--- config.mk ---
export PLATFORM = sky130hd
export DESIGN_NAME = bxcvr_top
export DESIGN_NICKNAME = d
export VERILOG_FILES = /design/src/rtl/bxcvr_pkg.sv /design/src/rtl/bxcvr_ctrl.sv /design/src/rtl/bxcvr_path.sv /design/src/rtl/bxcvr_top.sv
export SDC_FILE = /design/constraint.sdc
export NUM_CORES = 1
export LEC_CHECK = 0
export CAP_MARGIN = 20
export CORE_UTILIZATION = 35
export DETAILED_ROUTE_END_ITERATION = 7
export GPL_ROUTABILITY_DRIVEN = 0
export PLACE_DENSITY = 0.74
export SLEW_MARGIN = 20
export SYNTH_ARGS = -nofsm -noshare
export SYNTH_HDL_FRONTEND = slang
export SYNTH_SLANG_ARGS = --single-unit
--- constraint.sdc ---
create_clock -name clk -period 1.6 [get_ports clk]
set_input_delay 0.24 -clock clk [delete_from_list [all_inputs] [get_ports clk]]
set_output_delay 0.24 -clock clk [all_outputs]
set_load 0.03 [all_outputs]
--- src/rtl/bxcvr_pkg.sv ---
package bxcvr_pkg;
  // Per-half, per-direction strobes from control to datapath.
  typedef struct packed {
    logic pass;   // gate and latch enable both low: follow source, sample it
    logic drive;  // output and gate enable both low, reset released
  } strobe_t;
endpackage

--- src/rtl/bxcvr_ctrl.sv ---
module bxcvr_ctrl
  import bxcvr_pkg::*;
#(
  parameter int HALVES = 2
) (
  input  logic                  rstN,
  input  logic [HALVES-1:0]     abEnN,
  input  logic [HALVES-1:0]     abLeN,
  input  logic [HALVES-1:0]     abOeN,
  input  logic [HALVES-1:0]     baEnN,
  input  logic [HALVES-1:0]     baLeN,
  input  logic [HALVES-1:0]     baOeN,
  output strobe_t [HALVES-1:0]  abStb,
  output strobe_t [HALVES-1:0]  baStb
);
  for (genvar h = 0; h < HALVES; h++) begin : g_half
    always_comb begin
      abStb[h].pass  = ~abEnN[h] & ~abLeN[h];
      abStb[h].drive = rstN & ~abEnN[h] & ~abOeN[h];
      baStb[h].pass  = ~baEnN[h] & ~baLeN[h];
      baStb[h].drive = rstN & ~baEnN[h] & ~baOeN[h];
    end
  end
endmodule

--- src/rtl/bxcvr_path.sv ---
module bxcvr_path
  import bxcvr_pkg::*;
#(
  parameter int HALF_W = 8,
  parameter int HALVES = 2,
  localparam int W = HALF_W * HALVES
) (
  input  logic                 clk,
  input  logic                 rstN,
  input  logic [W-1:0]         srcIn,
  input  strobe_t [HALVES-1:0] stb,
  output logic [W-1:0]         dstOut,
  output logic [W-1:0]         dstOe
);
  for (genvar h = 0; h < HALVES; h++) begin : g_half
    logic [HALF_W-1:0] stored;
    logic [HALF_W-1:0] srcSlice;
    logic [HALF_W-1:0] shown;

    assign srcSlice = srcIn[h*HALF_W +: HALF_W];

    always_ff @(posedge clk or negedge rstN) begin
      if (!rstN)           stored <= '0;
      else if (stb[h].pass) stored <= srcSlice;
    end

    always_comb begin
      shown = stb[h].pass ? srcSlice : stored;
      dstOut[h*HALF_W +: HALF_W] = stb[h].drive ? shown : '0;
      dstOe[h*HALF_W +: HALF_W]  = {HALF_W{stb[h].drive}};
    end
  end
endmodule

--- src/rtl/bxcvr_top.sv ---
module bxcvr_top
  import bxcvr_pkg::*;
#(
  parameter int HALF_W = 8,
  parameter int HALVES = 2,
  localparam int W = HALF_W * HALVES
) (
  input  logic              clk,
  input  logic              rstN,
  input  logic [W-1:0]      aIn,
  output logic [W-1:0]      aOut,
  output logic [W-1:0]      aOe,
  input  logic [W-1:0]      bIn,
  output logic [W-1:0]      bOut,
  output logic [W-1:0]      bOe,
  input  logic [HALVES-1:0] abEnN,
  input  logic [HALVES-1:0] abLeN,
  input  logic [HALVES-1:0] abOeN,
  input  logic [HALVES-1:0] baEnN,
  input  logic [HALVES-1:0] baLeN,
  input  logic [HALVES-1:0] baOeN
);
  strobe_t [HALVES-1:0] abStb;
  strobe_t [HALVES-1:0] baStb;

  bxcvr_ctrl #(.HALVES(HALVES)) u_ctrl (
    .rstN (rstN),
    .abEnN(abEnN), .abLeN(abLeN), .abOeN(abOeN),
    .baEnN(baEnN), .baLeN(baLeN), .baOeN(baOeN),
    .abStb(abStb), .baStb(baStb)
  );

  // A-to-B bank: sources bus A, drives bus B.
  bxcvr_path #(.HALF_W(HALF_W), .HALVES(HALVES)) u_pathAb (
    .clk(clk), .rstN(rstN), .srcIn(aIn), .stb(abStb),
    .dstOut(bOut), .dstOe(bOe)
  );

  // B-to-A bank: sources bus B, drives bus A.
  bxcvr_path #(.HALF_W(HALF_W), .HALVES(HALVES)) u_pathBa (
    .clk(clk), .rstN(rstN), .srcIn(bIn), .stb(baStb),
    .dstOut(aOut), .dstOe(aOe)
  );
endmodule

# [Yosys cells after proc, flatten, opt, wreduce, memory -nomap -nowiden]
# Index checks and enable logic that the tools add are counted.
[word_totals] word_cells=36 output_inout_bits=64 in_bits=46 ff_bits=32
[op_classes] bitwise_logic=24 muxes=8
[ops] operator="8-bit two-way mux" count=8
[ops] operator="1-bit bitwise AND" count=12
[ops] operator="1-bit NOT" count=12

# [Depth between registers and ports, before layout]
# Gate-level depths: netlist (run 1).
[depth] depth_word=4 mapped_depth=4 depth_no_buf=2

# [Cells and area by module]
# Synthesis (run 1) repeated with hierarchy kept, for this count alone.
[hier_totals] cells_unflattened=140 area_unflattened_um2=1841.8
[by_module_without_submodules] mod="bxcvr_path" seq_area_each_um2=400.4 n_inst=2 area_each_um2=888.4 cells_per_inst=66
[by_module_without_submodules] mod="bxcvr_ctrl" seq_area_each_um2=0.0 n_inst=1 area_each_um2=65.1 cells_per_inst=8

# [Worst setup path after synthesis (run 1)]
# Ideal clock, no wire load.
[synth_path] path_type="in2out" start="input port baEnN[1]" end="output port aOe[10]" path_slack_ns=0.068 path_buffers=2 stages=4 arrival_time_ns=1.292 required_time_ns=1.360 path_cell_list="or3b_1 buf_2 inv_1 buf_4"
[synth_between] elab_chain_len=3
[synth_rtl] item="start: declaration" line_no="bxcvr_top.sv:19" source="input logic [HALVES-1:0] baEnN,"
[synth_rtl] item="1-bit NOT" line_no="bxcvr_ctrl.sv:21" source="baStb[h].drive = rstN & ~baEnN[h] & ~baOeN[h];"
[synth_rtl] item="1-bit bitwise AND (2 in a row)" line_no="bxcvr_ctrl.sv:21"
[synth_rtl] item="end: declaration" line_no="bxcvr_top.sv:12" source="output logic [W-1:0] aOe,"
# No other way between the ends.

# [Worst setup path after layout (run 1)]
[layout_path] start="input port abEnN[0]" end="output port bOut[5]"
[layout_between] elab_chain_len=4 word_cells_on_any_way=6 classes_between="mux: 2; bitwise: 4"
[layout_rtl] item="start: declaration" line_no="bxcvr_top.sv:16" source="input logic [HALVES-1:0] abEnN,"
[layout_rtl] item="1-bit NOT (*)" line_no="bxcvr_ctrl.sv:18, bxcvr_ctrl.sv:19"
[layout_rtl] item="1-bit bitwise AND, on equally long branches" line_no="bxcvr_ctrl.sv:18, bxcvr_ctrl.sv:19"
[layout_rtl] item="8-bit two-way mux / 1-bit bitwise AND (equally long branches)"
[layout_rtl] item="8-bit two-way mux (*)" line_no="bxcvr_path.sv:29" source="dstOut[h*HALF_W +: HALF_W] = stb[h].drive ? shown : '0;"
[layout_rtl] item="end: declaration" line_no="bxcvr_top.sv:14" source="output logic [W-1:0] bOut,"
# Mark *: on every way between the ends. The rest lies on a longest branch, timed or not.

==> run_results.csv, run 1 <==
group,metric,value,unit
layout,finalNetCount,328,
die,core,0.005238,mm²
critical_path,slowest_stage,"or3b_4",
global_route,met1_usage,19.46,%
die,dieArea,0.005894,mm²
synthesis,yosys.area_share.simple,10.23,%
die,start_util,37.36,%
global_route,use_met3,4.167,%
synthesis,yosysUniqueCellTypes,9,
placed_design,port_buffers,109,
routing,viasPerCell,4.528,
synthesis,synth_top_family_by_area,"multiplexers",
sta,holdWs,24.87,ps
synthesis,ys_seq_area_share,40.92,%
synthesis,netlist_area,0.001957,mm²
clocking,cts_tree,"built",
routing,drtPass1Iterations,2,
sta,hold_viol,0,
layout,drive_gt1_share,57.80,%
sta,max_freq,640.8,MHz
die,die_h,76.78,µm
sta,timing.final.ws_setup,39.53,ps
sta,slew_headroom,73.77,%
placed_design,dpl_worst_slack,-226.9,ps
routing,detail_route.wl_per_cell,13.45,µm
synthesis,syn-mean-instance-area,11.12,µm²
synthesis,synth_xor_area_share,0,%
power_and_ir_drop,p_per_area,729.0,mW/mm²
global_route,grt_max_degree,15,
die,die_w,76.78,µm
flow_run,maxCapViolCount,0,
placed_design,dp_hpwl,3315,µm
global_route,track_usage,16.48,%
clocking,cts-root-buf,"clkbuf_8",
sta,rsz0062_at_grt,"yes",
power_and_ir_drop,power.leakage,0.001576,µW
sta,period_minus_slack,1560,ps
critical_path,end_kind,"primary output",
critical_path,arrival,1320,ps
die,rows,26,
die,pin_count,110,
global_route,grt_util_met2,29.55,%
sta,fin_setup_tns,0,ps
critical_path,cp-start-kind,"input port",
global_route,grt_overflow,0,
global_route,grt_pass1_vias,1644,
critical_path,critical_path.max_stage_delay,430,ps
critical_path,path_class,"in -> out",
routing,routed_wl,4736,µm
sta,setup_viol_count_final,0,
clocking,numCtsBuffers,5,
routing,ant_nets,0,
critical_path,critPathRequiredTime,1360,ps
sta,maxSlewViolCount,0,
synthesis,synth-seq-cells,32,
synthesis,synth_fp_nets,222,
synthesis,syn_inst,176,
global_route,grt_pass1_wl,7755,µm
sta,finClkSkew,0,ps
routing,vias,1594,
synthesis,ys_warn_count,0,
global_route,top_usage_layer,"met2",
synthesis,synth_compound_area_share,0,%
layout,layout_common_cells,"buf_4, mux2_2, clkdlybuf4s50_1, dfrtp_1, mux2i_1",
sta,fin_crit_sh,97.53,%
critical_path,r2r-start,"u_pathAb.g_half[1].stored[1]",
worst_hold_path,hp-class,"in -> async",
layout,diodes,0,
synthesis,synthMuxAreaShare,34.78,%
critical_path,crit_fanout,5,
clocking,clock_path_buffers,2,
global_route,antenna_found_initial,0,
sta,tightest_slew,382.5,ps
power_and_ir_drop,ir_drop,0.5093,mV
clocking,clock_sinks,32,
critical_path,path_cells,"dlygate4sd2_1 -> or3b_4 -> buf_8 -> nor2_4 -> buf_6",
run_status,status,"finished, final reports clean",
synthesis,synth-adder-area-share,0,%
critical_path,cp-startpoint,"abEnN[0]",
clocking,worstSkewPairLatency,270,ps
clocking,cts.clk_slew.worst_paths,60,ps
layout,final_common_cell,"buf_4",
clocking,h-tree-depth,2,
routing,drc,0,
routing,drt_iter0_markers,21,
critical_path,worstRegToRegCells,1,
layout,areaGrowthSynthToFinish,72.25,%
==> critical path: cells and delay by family <==
family / cells / cell delay [ps]
AND/OR/NAND/NOR: 2 / 540
buffers and inverters: 3 / 540
==> registers in the layout, indices dropped and copies added (netlist names) <==
register                cells
u_pathAb.g_half.stored     16
u_pathBa.g_half.stored     16
==> what timing repair did <==
action / CTS / global route
buffers inserted: 2 / 2
gates cloned: 0 / 2
resized for setup: 71 / 9
hold buffers: 0 / 2
endpoints found under the setup margin: 64 / 20
endpoints found under the hold margin: 0 / 8
pin swaps: 12 / 2
==> metal layers <==
metal | vias to the layer above | share of wire [%]
li1 | 774 | -
met1 | 743 | 39
met2 | 71 | 52
met3 | 6 | 7.4
met4 | 0 | 0.70
met5 | - | 0
==> final timing paths <==
check / end / slack [ps]
worst max register to register: u_pathAb.g_half[1].stored[1] / 800
worst max-delay path: bOut[5] / 40
worst min-delay path: u_pathAb.g_half[1].stored[0] / 20
max in group asynchronous: u_pathBa.g_half[1].stored[7] / 850
worst min register to register: u_pathAb.g_half[0].stored[0] / 510
min in group clk: u_pathAb.g_half[0].stored[0] / 510
==> report_power, final <==
group	switching (µW)	internal, µW	total [µW]
Sequential	72.8	930	1000
Combinational	370	439	809
Clock	264	382	646
Total	706	1750	2460
==> Yosys cell counts (all sizes together) <==
master / number / area share (%)
buf: 36 / 13
nor2: 36 / 8.4
dfrtp: 32 / 41
mux2: 32 / 18
mux2i: 32 / 16
inv: 4 / 0.77
or3b: 4 / 1.8
==> kinds of logic (layout without fill, tap and decap cells) <==
| group | count (synthesis) | count (layout) |
|---|---|---|
| mux | 64 | 64 |
| simple gates | 40 | 40 |
| buf+inv | 40 | 146 |
| flops | 32 | 32 |
==> metrics by stage <==
stage	power, µW	utilization [%]	cell area [µm²]	std cells
4_1_cts	2460	62.21	3258	346
6_report	2457	64.36	3371	352
2_1_floorplan	1411	-	1957	176
5_1_grt	2592	64.36	3371	352
3_5_place_dp	1689	55.04	2883	337
3_3_place_gp	1673	55.04	2883	337
==> area by class of cell <==
class | instances | area (µm²)
Fill cell | 417 | 1867
Timing Repair Buffer | 135 | 1294
Multi-Input combinational cell | 104 | 1077
Sequential cell | 32 | 800.8
Clock buffer | 7 | 96.34
Tap cell | 70 | 87.58
Inverter | 4 | 15.01
Power figures use the tool's default switching activity.
==> run 2, diff against run 1 <==
--- a/config.mk
+++ b/config.mk
@@ -5,11 +5,12 @@
 export SDC_FILE = /design/constraint.sdc
 export NUM_CORES = 1
 export LEC_CHECK = 0
-export CAP_MARGIN = 20
+export CORE_MARGIN = 2
 export CORE_UTILIZATION = 35
 export DETAILED_ROUTE_END_ITERATION = 7
 export GPL_ROUTABILITY_DRIVEN = 0
 export PLACE_DENSITY = 0.74
+export REMOVE_ABC_BUFFERS = 1
 export SLEW_MARGIN = 20
 export SYNTH_ARGS = -nofsm -noshare
 export SYNTH_HDL_FRONTEND = slang
==> run 2 against run 1 <==
Compared with the run above: worst hold slack worse by 18 ps; clock-buffer cell count down 1; clock power down 1%; sequential share of layout area down 1.5 points; non-clock buffer count down 3; die area up 5.3%; register-to-register slack about the same; fmax down 0.63%; global-route usage down 0.20 points; clock skew unchanged; via count up 1.8%; largest cell class unchanged; final cell count unchanged.
==> run_results.csv, run 2 (same netlist as run 1, synthesis figures left out) <==
group,metric,value,unit
critical_path,end_kind,"primary output",
clocking,clock_sinks,32,
sta,finClkSkew,0,ps
run_status,status,"finished, final reports clean",
critical_path,cpLargestDelayFamily,"buffers and inverters",
global_route,top_usage_layer,"met2",
routing,routed_wl,4966,µm
power_and_ir_drop,ir_drop,0.5203,mV
routing,vias,1623,
power_and_ir_drop,p_comb_share,35.0,%
die,die_h,78.78,µm
clocking,h-tree-depth,2,
power_and_ir_drop,switchingPower,789.9,µW
sta,period_minus_slack,1570,ps
critical_path,crit_fanout,8,
flow_run,maxCapViolCount,0,
clocking,numCtsBuffers,5,
global_route,antenna_found_initial,0,
layout,finalNetCount,325,
global_route,grt_pass1_wl,7872,µm
sta,hold_viol,0,
layout,fin_cells,352,
placed_design,port_buffers,109,
layout,diodes,0,
placed_design,dpl_worst_slack,-178.7,ps
global_route,grt_pass1_vias,1730,
routing,drc,0,
power_and_ir_drop,seq_power_share,39.9,%
clocking,cts.clk_slew.worst_paths,70,ps
worst_hold_path,hp-class,"in -> async",
layout,final.fill_count,419,
layout,fin_area,0.003606,mm²
sta,setup_viol_count_final,0,
placed_design,dp_hpwl,3393,µm
global_route,grt_overflow,0,
global_route,met1_usage,18.45,%
routing,detail_route.wl_per_cell,14.11,µm
sta,fin_setup_tns,0,ps
global_route,grt_max_degree,17,
power_and_ir_drop,p_int,1746,µW
clocking,postCtsHoldBufs,0,
layout,top_regs,"u_pathAb.g_half.stored x16, u_pathBa.g_half.stored x16",
critical_path,critPathRequiredTime,1360,ps
layout,drive_gt1_share,65.71,%
power_and_ir_drop,pwr-share-clk,25.1,%
die,rows,27,
die,core,0.005439,mm²
layout,layout_common_cells,"buf_4, buf_6, mux2_2, clkdlybuf4s50_1, dfrtp_1",
sta,holdWs,6.793,ps
clocking,worstSkewPairLatency,270,ps
layout,final_common_cell,"buf_4",
placed_design,place_inst,339,
sta,rsz0062_at_grt,"no",
power_and_ir_drop,p_per_area,703.4,mW/mm²
critical_path,critical_path.max_stage_delay,440,ps
sta,fin_crit_sh,98.15,%
die,dieArea,0.006206,mm²
global_route,grt_util_met2,30.60,%
sta,maxSlewViolCount,0,
global_route,use_met3,3.750,%
die,start_util,35.98,%
critical_path,path_cells,"dlygate4sd2_1 -> or3b_4 -> buf_12 -> nor2_4 -> buf_6",
critical_path,slowest_stage,"or3b_4",
routing,drt_iter0_markers,31,
clocking,cts_tree,"built",
sta,slew_headroom,79.25,%
die,pin_count,110,
critical_path,cp-start-kind,"input port",
critical_path,path_class,"in -> out",
layout,areaGrowthSynthToFinish,84.27,%
sta,tightest_slew,302.6,ps
routing,drtPass1Iterations,4,
placed_design,place_area,0.002885,mm²
clocking,cts-root-buf,"clkbuf_8",
routing,viasPerCell,4.611,
power_and_ir_drop,power.leakage,0.001572,µW
clocking,clock_path_buffers,2,
power_and_ir_drop,netSwitchingFraction,31.14,%
routing,ant_nets,0,
sta,timing.final.ws_setup,29.60,ps
critical_path,arrival,1330,ps
die,die_w,78.78,µm
global_route,track_usage,16.28,%
critical_path,crit_buf_inv,3,
sta,max_freq,636.8,MHz
## run 2: cell types whose count changed in the layout (fill, tap and decap cells not counted), moves of 2 or more
cell / before / now
nor2_4: 15 / 31
nor2_1: 17 / 2
buf_4: 64 / 45
buf_6: 15 / 34
inv_1: 3 / 1
dlygate4sd3_1: 2 / 0
mux2i_2: 5 / 1
clkinv_2: 0 / 2
mux2i_1: 21 / 17
mux2i_4: 6 / 14
## run 2: cell type report
type	count	area [µm²]	share of cell area [%]
flip-flops and latches	32	800.8	22.21
clock buffers	6	82.58	2.290
multi-input cells	104	1280	35.50
inverters	4	18.77	0.5205
well taps	72	90.09	2.498
clock inverters	2	10.01	0.2776
repair buffers	132	1324	36.71
## run 2: power groups by stage
stage	clock network [µW]	logic, µW	registers (µW)
2_1_floorplan	0	361	985
3_3_place_gp	0	678	994
3_5_place_dp	0	685	1000
4_1_cts	659	852	1010
5_1_grt	695	939	1030
6_report	637	887	1010
## run 2: worst paths after layout
kind	start	endpoint	slack [ps]	depth (start not counted)
max reg2reg	u_pathBa.g_half[1].stored[3]	u_pathBa.g_half[1].stored[3]	800	1
min	rstN	u_pathBa.g_half[0].stored[5]	7	2
min in group clk	u_pathAb.g_half[1].stored[1]	u_pathAb.g_half[1].stored[1]	510	1
max	baOeN[1]	aOut[15]	30	5
max in group asynchronous	rstN	u_pathBa.g_half[1].stored[6]	1330	2
min reg2reg	u_pathAb.g_half[1].stored[1]	u_pathAb.g_half[1].stored[1]	510	1
## run 2: per-layer routing
layer  routed length, µm  share of wire [%]  vias up
li1                    -                  -      771
met4                  42               0.85        0
met2                2757                 56       57
met5                   0                  0        -
met1                1872                 38      791
met3                 293                5.9        4
## run 2: repair_timing
item,4_1_cts,5_1_grt
pin swaps,30,0
endpoints found under the setup margin,64,15
cloned,0,2
setup buffers,1,2
gates resized for setup,139,8
## run 2: metrics by stage
step	utilization, %	power, µW
final	66.30	2536
after global routing	66.30	2665
after CTS	64.04	2516
after detailed placement	53.05	1685
after global placement	53.05	1673
after floorplan	-	1346
==> run 3, diff against run 2 <==
--- a/config.mk
+++ b/config.mk
@@ -5,6 +5,7 @@
 export SDC_FILE = /design/constraint.sdc
 export NUM_CORES = 1
 export LEC_CHECK = 0
+export CAP_MARGIN = 20
 export CORE_MARGIN = 2
 export CORE_UTILIZATION = 35
 export DETAILED_ROUTE_END_ITERATION = 7
==> results of run 3 <==
Final layout, timing and power as in run 2 (identical DEF).
